`config.mk`:
```
export PLATFORM = sky130hd
export DESIGN_NAME = sram_cycle_seq
export DESIGN_NICKNAME = d
export VERILOG_FILES = /design/src/rtl/sram_seq_pkg.sv /design/src/rtl/sram_cfg_reg.sv /design/src/rtl/sram_timing_calc.sv /design/src/rtl/sram_seq_fsm.sv /design/src/rtl/sram_pin_drive.sv /design/src/rtl/sram_cycle_seq.sv
export SDC_FILE = /design/constraint.sdc
export NUM_CORES = 1
export LEC_CHECK = 0
export BUFFER_PORTS_ARGS = -buffer_cell sky130_fd_sc_hd__buf_2
export CAP_MARGIN = 20
export CORE_ASPECT_RATIO = 2
export CORE_MARGIN = 1.5
export CORE_UTILIZATION = 50
export CTS_CLUSTER_DIAMETER = 40
export DETAILED_ROUTE_END_ITERATION = 10
export GPL_TIMING_DRIVEN = 0
export PLACE_DENSITY = 0.86
export SYNTH_ARGS = -nofsm -noshare
export SYNTH_HDL_FRONTEND = slang
export SYNTH_SLANG_ARGS = --single-unit
```
`constraint.sdc`:
```
create_clock -name clk -period 4.3 [get_ports clk]
set_input_delay 0.215 -clock clk [delete_from_list [all_inputs] [get_ports clk]]
set_output_delay 0.215 -clock clk [all_outputs]
set_load 0.005 [all_outputs]
```
`src/rtl/sram_seq_pkg.sv`:
```
// Package: shared types and control register layout for the SRAM sequencer.
// Assumes the register is at least 13 bits wide.
package sram_seq_pkg;
    typedef enum logic [1:0] {
        ST_IDLE   = 2'd0,
        ST_SETUP  = 2'd1,
        ST_STROBE = 2'd2,
        ST_HOLD   = 2'd3
    } seq_state_t;

    localparam int SU_LSB = 0;
    localparam int SU_W   = 2;
    localparam int RW_LSB = 2;
    localparam int RW_W   = 4;
    localparam int WW_LSB = 6;
    localparam int WW_W   = 3;
    localparam int BM_BIT = 12;

    typedef struct packed {
        logic            byte_mode;
        logic [WW_W-1:0] wr_wait;
        logic [RW_W-1:0] rd_wait;
        logic [SU_W-1:0] setup;
    } seq_cfg_t;
endpackage

```
`src/rtl/sram_cfg_reg.sv`:
```
// Control register: holds setup, read wait, write wait and byte mode fields.
// Reserved bits are never stored, so they always read as 0.
module sram_cfg_reg
    import sram_seq_pkg::*;
#(
    parameter int CFG_W = 16
) (
    input  logic             clk,
    input  logic             rst_n,
    input  logic             wr_en,
    input  logic [CFG_W-1:0] wdata,
    output logic [CFG_W-1:0] rdata,
    output seq_cfg_t         cfg
);
    localparam logic [CFG_W-1:0] KEEP_MASK =
        (CFG_W'((1 << SU_W) - 1) << SU_LSB) |
        (CFG_W'((1 << RW_W) - 1) << RW_LSB) |
        (CFG_W'((1 << WW_W) - 1) << WW_LSB) |
        (CFG_W'(1) << BM_BIT);

    logic [CFG_W-1:0] store_q;

    // Store writable bits only; reset to all zero.
    always_ff @(posedge clk) begin
        if (!rst_n)
            store_q <= '0;
        else if (wr_en)
            store_q <= wdata & KEEP_MASK;
    end

    // Present register value and decoded fields.
    always_comb begin
        rdata         = store_q;
        cfg.setup     = store_q[SU_LSB +: SU_W];
        cfg.rd_wait   = store_q[RW_LSB +: RW_W];
        cfg.wr_wait   = store_q[WW_LSB +: WW_W];
        cfg.byte_mode = store_q[BM_BIT];
    end
endmodule

```
`src/rtl/sram_timing_calc.sv`:
```
// Timing decode: turns register codes and direction into tick counts at the
// double-rate clock. Setup = 2*code+1; strobe = 2*(1+wait). Read wait saturates
// at MAX_WAIT; write code 0 falls back to the read wait.
module sram_timing_calc
    import sram_seq_pkg::*;
#(
    parameter int MAX_WAIT = 6,
    parameter int CNT_W    = 4
) (
    input  seq_cfg_t         cfg,
    input  logic             is_write,
    output logic [CNT_W-1:0] setup_ticks,
    output logic [CNT_W-1:0] strobe_ticks
);
    logic [CNT_W-1:0] rd_wait_sat;
    logic [CNT_W-1:0] wait_sel;

    // Derive wait count and tick lengths.
    always_comb begin
        rd_wait_sat = (int'(cfg.rd_wait) > MAX_WAIT) ? CNT_W'(MAX_WAIT) : CNT_W'(cfg.rd_wait);
        if (!is_write || cfg.wr_wait == '0)
            wait_sel = rd_wait_sat;
        else
            wait_sel = CNT_W'(cfg.wr_wait) - CNT_W'(1);
        setup_ticks  = (CNT_W'(cfg.setup) << 1) + CNT_W'(1);
        strobe_ticks = (wait_sel + CNT_W'(1)) << 1;
    end
endmodule

```
`src/rtl/sram_seq_fsm.sv`:
```
// Phase sequencer: IDLE -> SETUP -> STROBE -> HOLD -> IDLE. Tick counts are
// latched at acceptance so later register writes do not affect the access.
// Assumes setup_ticks and strobe_ticks are at least 1.
module sram_seq_fsm
    import sram_seq_pkg::*;
#(
    parameter int CNT_W = 4
) (
    input  logic             clk,
    input  logic             rst_n,
    input  logic             start,
    input  logic [CNT_W-1:0] setup_ticks,
    input  logic [CNT_W-1:0] strobe_ticks,
    output seq_state_t       state,
    output logic             last_strobe
);
    logic [CNT_W-1:0] cnt_q;
    logic [CNT_W-1:0] strobe_len_q;

    // Advance phase when the per-phase counter reaches zero.
    always_ff @(posedge clk) begin
        if (!rst_n) begin
            state        <= ST_IDLE;
            cnt_q        <= '0;
            strobe_len_q <= '0;
        end else begin
            unique case (state)
                ST_IDLE: if (start) begin
                    state        <= ST_SETUP;
                    cnt_q        <= setup_ticks - CNT_W'(1);
                    strobe_len_q <= strobe_ticks;
                end
                ST_SETUP: if (cnt_q == '0) begin
                    state <= ST_STROBE;
                    cnt_q <= strobe_len_q - CNT_W'(1);
                end else begin
                    cnt_q <= cnt_q - CNT_W'(1);
                end
                ST_STROBE: if (cnt_q == '0) begin
                    state <= ST_HOLD;
                end else begin
                    cnt_q <= cnt_q - CNT_W'(1);
                end
                default: state <= ST_IDLE;
            endcase
        end
    end

    // Flag the final strobe tick for read capture.
    always_comb last_strobe = (state == ST_STROBE) && (cnt_q == '0);
endmodule

```
`src/rtl/sram_pin_drive.sv`:
```
// Pin decode: maps phase, direction and byte mode to the strobe pins.
// Mode 0: write enables pulse in the strobe, direction covers the write.
// Mode 1: write enables act as byte selects for the whole access,
// direction pulses in the write strobe.
module sram_pin_drive
    import sram_seq_pkg::*;
#(
    parameter int NB = 2
) (
    input  seq_state_t    state,
    input  logic          is_write,
    input  logic          byte_mode,
    input  logic [NB-1:0] be,
    output logic          cs_n,
    output logic          rd_n,
    output logic [NB-1:0] we_n,
    output logic          rdwr,
    output logic          doe
);
    logic active;
    logic strobe;

    // Phase flags shared by all pins.
    always_comb begin
        active = (state != ST_IDLE);
        strobe = (state == ST_STROBE);
        cs_n   = !active;
        rd_n   = !(strobe && !is_write);
        doe    = active && is_write;
        if (byte_mode)
            rdwr = !(strobe && is_write);
        else
            rdwr = !(active && is_write);
    end

    // Per-lane write enable selection.
    for (genvar g = 0; g < NB; g++) begin : g_lane
        always_comb begin
            if (byte_mode)
                we_n[g] = !(active && be[g]);
            else
                we_n[g] = !(strobe && is_write && be[g]);
        end
    end
endmodule

```
`src/rtl/sram_cycle_seq.sv`:
```
// Top: one-chip-select SRAM access sequencer on a double-rate clock.
// Accepts a request in idle, snapshots request and mode, runs the phase
// sequence and returns done (and read data) in the hold tick.
module sram_cycle_seq
    import sram_seq_pkg::*;
#(
    parameter int ADDR_W   = 16,
    parameter int DATA_W   = 16,
    parameter int CFG_W    = 16,
    parameter int MAX_WAIT = 6
) (
    input  logic                clk,
    input  logic                rst_n,
    input  logic                cfg_we,
    input  logic [CFG_W-1:0]    cfg_wdata,
    output logic [CFG_W-1:0]    cfg_rdata,
    input  logic                req_valid,
    input  logic                req_write,
    input  logic [ADDR_W-1:0]   req_addr,
    input  logic [DATA_W-1:0]   req_wdata,
    input  logic [DATA_W/8-1:0] req_be,
    output logic                req_ready,
    output logic                done,
    output logic [DATA_W-1:0]   rd_data,
    output logic                bus_cs_n,
    output logic [ADDR_W-1:0]   bus_addr,
    output logic                bus_rd_n,
    output logic [DATA_W/8-1:0] bus_we_n,
    output logic                bus_rdwr,
    output logic [DATA_W-1:0]   bus_dout,
    output logic                bus_doe,
    input  logic [DATA_W-1:0]   bus_din
);
    localparam int NB    = DATA_W / 8;
    localparam int CNT_W = $clog2(2 * (MAX_WAIT + 1) + 1);

    seq_cfg_t         cfg;
    seq_state_t       state;
    logic             last_strobe;
    logic             accept;
    logic [CNT_W-1:0] setup_ticks;
    logic [CNT_W-1:0] strobe_ticks;

    logic              wr_q;
    logic              mode_q;
    logic [NB-1:0]     be_q;
    logic [ADDR_W-1:0] addr_q;
    logic [DATA_W-1:0] wdata_q;
    logic [DATA_W-1:0] rdata_q;

    sram_cfg_reg #(.CFG_W(CFG_W)) cfg_i (
        .clk   (clk),
        .rst_n (rst_n),
        .wr_en (cfg_we),
        .wdata (cfg_wdata),
        .rdata (cfg_rdata),
        .cfg   (cfg)
    );

    sram_timing_calc #(.MAX_WAIT(MAX_WAIT), .CNT_W(CNT_W)) calc_i (
        .cfg          (cfg),
        .is_write     (req_write),
        .setup_ticks  (setup_ticks),
        .strobe_ticks (strobe_ticks)
    );

    sram_seq_fsm #(.CNT_W(CNT_W)) fsm_i (
        .clk          (clk),
        .rst_n        (rst_n),
        .start        (accept),
        .setup_ticks  (setup_ticks),
        .strobe_ticks (strobe_ticks),
        .state        (state),
        .last_strobe  (last_strobe)
    );

    sram_pin_drive #(.NB(NB)) pins_i (
        .state     (state),
        .is_write  (wr_q),
        .byte_mode (mode_q),
        .be        (be_q),
        .cs_n      (bus_cs_n),
        .rd_n      (bus_rd_n),
        .we_n      (bus_we_n),
        .rdwr      (bus_rdwr),
        .doe       (bus_doe)
    );

    // Handshake and status decode.
    always_comb begin
        req_ready = (state == ST_IDLE);
        accept    = req_valid && req_ready;
        done      = (state == ST_HOLD);
        bus_addr  = addr_q;
        bus_dout  = wdata_q;
        rd_data   = rdata_q;
    end

    // Snapshot request and byte mode at acceptance.
    always_ff @(posedge clk) begin
        if (!rst_n) begin
            wr_q    <= 1'b0;
            mode_q  <= 1'b0;
            be_q    <= '0;
            addr_q  <= '0;
            wdata_q <= '0;
        end else if (accept) begin
            wr_q    <= req_write;
            mode_q  <= cfg.byte_mode;
            be_q    <= req_be;
            addr_q  <= req_addr;
            wdata_q <= req_wdata;
        end
    end

    // Capture read data at the end of the last strobe tick.
    always_ff @(posedge clk) begin
        if (!rst_n)
            rdata_q <= '0;
        else if (last_strobe && !wr_q)
            rdata_q <= bus_din;
    end
endmodule

```
# Word-level counts from Yosys, hierarchy flattened
# Index checks and enable logic that the tools add are counted.
[classes] reduce_logical=29 muxes=13 order_cmp=1 add_sub_neg=6 n_eq_ne=7
[op_table] operator="two-way mux 4 bit" n=3
[op_table] operator="case mux 4 bit (3 select lines)" n=1
[op_table] operator="subtractor 4 x 1 -> 4 bit (second input constant)" n=3
[op_table] operator="logical AND 1 bit" n=10
[op_table] operator="logical NOT 1 bit" n=10
[op_table] operator="two-way mux 2 bit" n=3
[op_table] operator="two-way mux 3 bit" n=2
[op_table] operator="case mux 2 bit (3 select lines)" n=1
[op_table] operator="AND reduction 3 bit" n=2
[op_table] operator="adder 3 x 1 -> 4 bit (second input constant)" n=1
[op_table] operator="== test 2 bit (second input constant)" n=2
[op_table] operator="greater-than comparator 4 x 3 -> 1 bit (second input constant)" n=1
[op_table] operator="logical NOT 4 bit" n=1
[op_table] operator="!= test 2 x 1 -> 1 bit (second input constant)" n=2
[op_table] operator="!= test 2 bit (second input constant)" n=2
[op_table] operator="adder 3 x 1 -> 3 bit (second input constant)" n=1
[op_table] operator="logical NOT 3 bit" n=1
[op_table] operator="two-way mux 1 bit" n=3
[op_table] operator="nonzero test 3 bit" n=1
[op_table] operator="subtractor 3 x 1 -> 3 bit (second input constant)" n=1
[op_table] operator="== test 2 x 1 -> 1 bit (second input constant)" n=1
[op_table] operator="logical NOT 2 bit" n=1
[op_table] operator="AND reduction 2 bit" n=1
[op_table] operator="nonzero test 2 bit" n=1
[op_table] operator="logical OR 1 bit" n=1
[totals] reg_bits=71 in_bits=71 out_inout_bits=72

# Longest topological paths before layout
[depth] depth_word=5 ltp_mapped=9 mapped_depth_nobuf=9

# By module
# A second synthesis with hierarchy kept.
[hier_totals] cells_unflattened=407 hier_area_um2=3414.5
[modules_own_cells] module="sram_cycle_seq" area_per_inst_um2=1955.6 cells_per_inst=235 n_inst=1
[modules_own_cells] module="sram_seq_fsm" area_per_inst_um2=742.0 cells_per_inst=92 n_inst=1
[modules_own_cells] module="sram_cfg_reg" area_per_inst_um2=498.0 cells_per_inst=48 n_inst=1
[modules_own_cells] module="sram_timing_calc" area_per_inst_um2=165.2 cells_per_inst=23 n_inst=1
[modules_own_cells] module="sram_pin_drive" area_per_inst_um2=53.8 cells_per_inst=9 n_inst=1

# Worst setup path after synthesis
# Ideal clock, no wire load.
[synth_timing] path_kind="register to register" start="reg cfg_i.store_q[6], in the netlist cfg_i.rdata[6]" end="reg fsm_i.strobe_len_q[3]" synth_period_minus_slack_ns=1.768 arrival_time_ns=1.683 setup_time_ns=0.086 setup_slack_ns=2.532 stages_incl_launch_ff=10 cell_sequence="dfxtp_1 -> inv_1 -> ha_1 -> ha_1 -> nand2b_1 -> nand4b_1 -> o21ai_0 -> ha_1 -> xnor2_1 -> a211oi_1"
[synth_between] elab_chain_cells=4 word_cells_on_any_way=5 classes_between="add/sub: 2; mux: 1; reduce/logical: 2"
[synth_lines] item="start, declared" line_no="sram_cfg_reg.sv:21" rtl="logic [CFG_W-1:0] store_q;"
[synth_lines] item="start signal, assigned" line_no="sram_cfg_reg.sv:28" rtl="store_q <= wdata & KEEP_MASK;"
[synth_lines] item="parallel branches: the longest is 2 deep, another holds subtractor 3 x 1 -> 3 bit"
[synth_lines] item="two-way mux 3 bit (*)" line_no="sram_timing_calc.sv:21" rtl="if (!is_write || cfg.wr_wait == '0)"
[synth_lines] item="adder 3 x 1 -> 3 bit (*)" line_no="sram_timing_calc.sv:26" rtl="strobe_ticks = (wait_sel + CNT_W'(1)) << 1;"
[synth_lines] item="end signal, assigned" line_no="sram_seq_fsm.sv:31" rtl="strobe_len_q <= strobe_ticks;"
[synth_lines] item="end, declared" line_no="sram_seq_fsm.sv:18" rtl="logic [CNT_W-1:0] strobe_len_q;"
# Mark *: on every way between the ends.
# A chain may end at the register's enable or synchronous reset.

# Worst setup path in the final report
# Ends and elaborated chain as after synthesis.

==> reports/results.ini <==
[status]
status = complete, no violations

[timing]
hold_viol_final = 0
period_share_pct = 48.1
period_minus_slack_ns = 2.07
setup_ws_ns = 2.23
tightest_slew_ns = 0.542
clock_skew_ns = 0.00858
fmax_mhz = 484
drv_slew = 0
rsz0062_at_grt = false
max_slew_margin_pct = 63.9
finalSetupTns_ns = 0
setup_viol = 0

[global_routing]
grt-ovfl-total = 0
grt.busiest_layer = met2
antenna_found_initial = 0
use_met3_pct = 5.88
grt_max_degree = 12
grt_util_met1_pct = 24.6
grt_use_met2_pct = 46.6
grt_pass1_wl_um = 13000
grt_pass1_vias = 3036
grtUsageTotal_pct = 26.0

[cts]
htreeDepth = 3
clk_latency_ns = 0.33
post_cts_resize_count = 0
ctsHoldBuffers = 0
cts_tree = built
post_cts_buffers = 0
path_clk_slew_ns = 0.05
cts_buffers = 9
cts_num_sinks = 71
clk_path_buf_depth = 2
cts.root.buffer_cell = clkbuf_16

[setup_path]
cp_max_fo = 6
worst-endpoint-required_ns = 4.53
cp_cell_sequence = inv_1 > ha_1 > ha_1 > nand2b_1 > nand4b_1 > o21ai_0 > ha_1 > xnor2_1 > a211oi_1
critPathKind = reg2reg
worst_setup_path_end_kind = flop
crit_top_cell = ha_1
crit_path_max_incr_delay_ns = 0.42
slowest_stage = dfxtp_1
start_kind = flop
arrival_ns = 2.30

[logic_synthesis]
synth_top_family_by_area = simple AND/OR/NAND/NOR gates
synth.top_cells.by_area = dfxtp_1 (48%), nand2_1 (15%), a21oi_1 (9.6%), mux2i_1 (4.7%), ha_1 (4.2%)
synthSimpleGateAreaFrac_pct = 20.5
synthCells = 370
postSynthAreaPerCell_um2 = 8.06
ys.warnings.count = 0
post-synth-top-area-cell = dfxtp_1
synth.area.mux_share_pct = 5.08
syn-cell-area_um2 = 2980
synth_top_area_share_pct = 47.7
synth_xor_area_share_pct = 0.881
synth_fa_ha_area_share_pct = 4.20
synth_cell_type_count = 39
ys_seq_area_share_pct = 47.7
synth_compound_area_share_pct = 15.3
ys_ff_latch = 71

[layout]
diodes = 0
fillers = 460
drive_gt1_share_pct = 31.3
nets = 596
finish.instance_area_um2 = 4060
area_growth_pct = 36.0

[pwr]
p_total_uw = 2540
p_leak_uw = 0.00192
power.density_nw_per_um2 = 627
vdd_ir_drop_max_uv = 708

[routing]
wirelength_um = 8290
post-route-drc-count = 0
drt_first_pass_iters = 4
drt_iter0_drc = 105
vias_per_cell = 5.22
antenna_left = 0
wl_per_cell_um = 14.3
via_count = 3023

[floorplanning]
die-area_um2 = 6460
start_util_pct = 52.2
rows = 39
core_area_um2 = 5710
ioPinCount = 143
die_h_um = 112
die_w_um = 57.6

[placed_design]
place_area_um2 = 3720
dp_slack_ns = 2.24
portBuffers = 129
place.gp.congestion = 0.839
hpwl_um = 6080

[job]
cap_viol_max_count = 0

[worst_hold_path]
worstHoldPathType = in2reg

==> flip-flops by register name, summed over array words and instances, names as in the netlist <==
| register | count |
|---|---|
| wr_q | 1 |
| bus_addr | 16 |
| fsm_i.cnt_q | 4 |
| be_q | 2 |
| rd_data | 16 |
| cfg_i.rdata | 10 |
| fsm_i.state | 2 |
| mode_q | 1 |
| bus_dout | 16 |
| fsm_i.strobe_len_q | 3 |
==> path summary, 6_finish.rpt <==
kind,start,end,slack (ns),depth (start not counted)
min reg2reg,bus_addr[2],bus_addr[2],0.45,2
max reg2reg,cfg_i.rdata[6],fsm_i.strobe_len_q[3],2.23,9
min,req_addr[2],bus_addr[2],0.12,3
max,cfg_i.rdata[6],fsm_i.strobe_len_q[3],2.23,9
==> logic make-up (layout without fill, tap and decap cells) <==
kind of cell	count (synthesis)	after routing
AOI/OAI and AO/OA	80	80
xor gates and xnor gates	3	3
adders and majority gates	10	10
buffers and inverters	40	183
DFF	71	71
muxes	15	15
other	1	6
and+or+nand+nor	150	150
==> layout make-up <==
class,count,area [um2],area share [%]
buffer,28,141,3.49
clock buffer,10,239,5.89
clock inverter,4,95.1,2.34
inverter,12,45.0,1.11
multi-input combinational,264,1390,34.3
sequential,71,1420,35.0
tap,61,76.3,1.88
timing repair buffer,129,646,15.9
==> layer usage <==
metal | up-vias | share of wire (%) | wire length [um]
met5 | - | 0 | 0
met4 | 0 | 5.6 | 466
met3 | 45 | 5.0 | 416
met2 | 128 | 54 | 4480
met1 | 1354 | 35 | 2920
li1 | 1496 | - | -
==> per-stage QoR <==
step,cells,hold WS [ns],utilization (%)
2_1_floorplan,375,0.351,-
3_3_place_gp,565,0.440,65.2
3_5_place_dp,565,0.443,65.2
4_1_cts,579,0.114,71.0
5_1_grt,579,0.119,71.0
6_report,579,0.122,71.0
==> synth_stat cells (all sizes together) <==
cell,n
dfxtp,71
nor3b,1
o31a,1
mux2,1
mux2i,14
inv,12
and2,1
o21bai,1
a32o,1
buf,13
a211oi,1
nand4b,1
nor3,2
a311oi,1
xor2,1
nor2b,2
nand3,2
o41ai,1
clkbuf,15
a21oi,57
ha,10
nand2,120
o21ai,9
o31ai,1
a22oi,1
a221oi,1
nand2b,4
xnor2,2
conb,1
a2111oi,1
a211o,1
nor2,17
o221ai,1
o211ai,2
==> worst max-delay path: cells and delay by family (launching register included) <==
kind	cells	cell delay (ns)
AO/OA/AOI/OAI	2	0.36
XOR/XNOR	1	0.12
adder cells (fa/ha/maj)	3	0.62
buffers and inverters	1	0.07
flip-flops	1	0.42
AND/OR/NAND/NOR	2	0.39
==> power by group <==
group | switching, uW | internal (uW)
clock | 261 | 574
combinational | 501 | 348
sequential | 78.8 | 781
==> placed cells by master (no fill, tap or decap), types with 6 or more instances in the layout <==
| master | n |
|---|---|
| buf_2 | 133 |
| nand2_1 | 120 |
| dfxtp_1 | 71 |
| a21oi_1 | 57 |
| nor2_1 | 17 |
| mux2i_1 | 14 |
| clkbuf_1 | 14 |
| inv_1 | 11 |
| ha_1 | 10 |
| o21ai_0 | 9 |
| clkbuf_16 | 9 |
| buf_4 | 8 |
| conb_1 | 6 |
No activity file was read; power rests on OpenSTA's default activity.
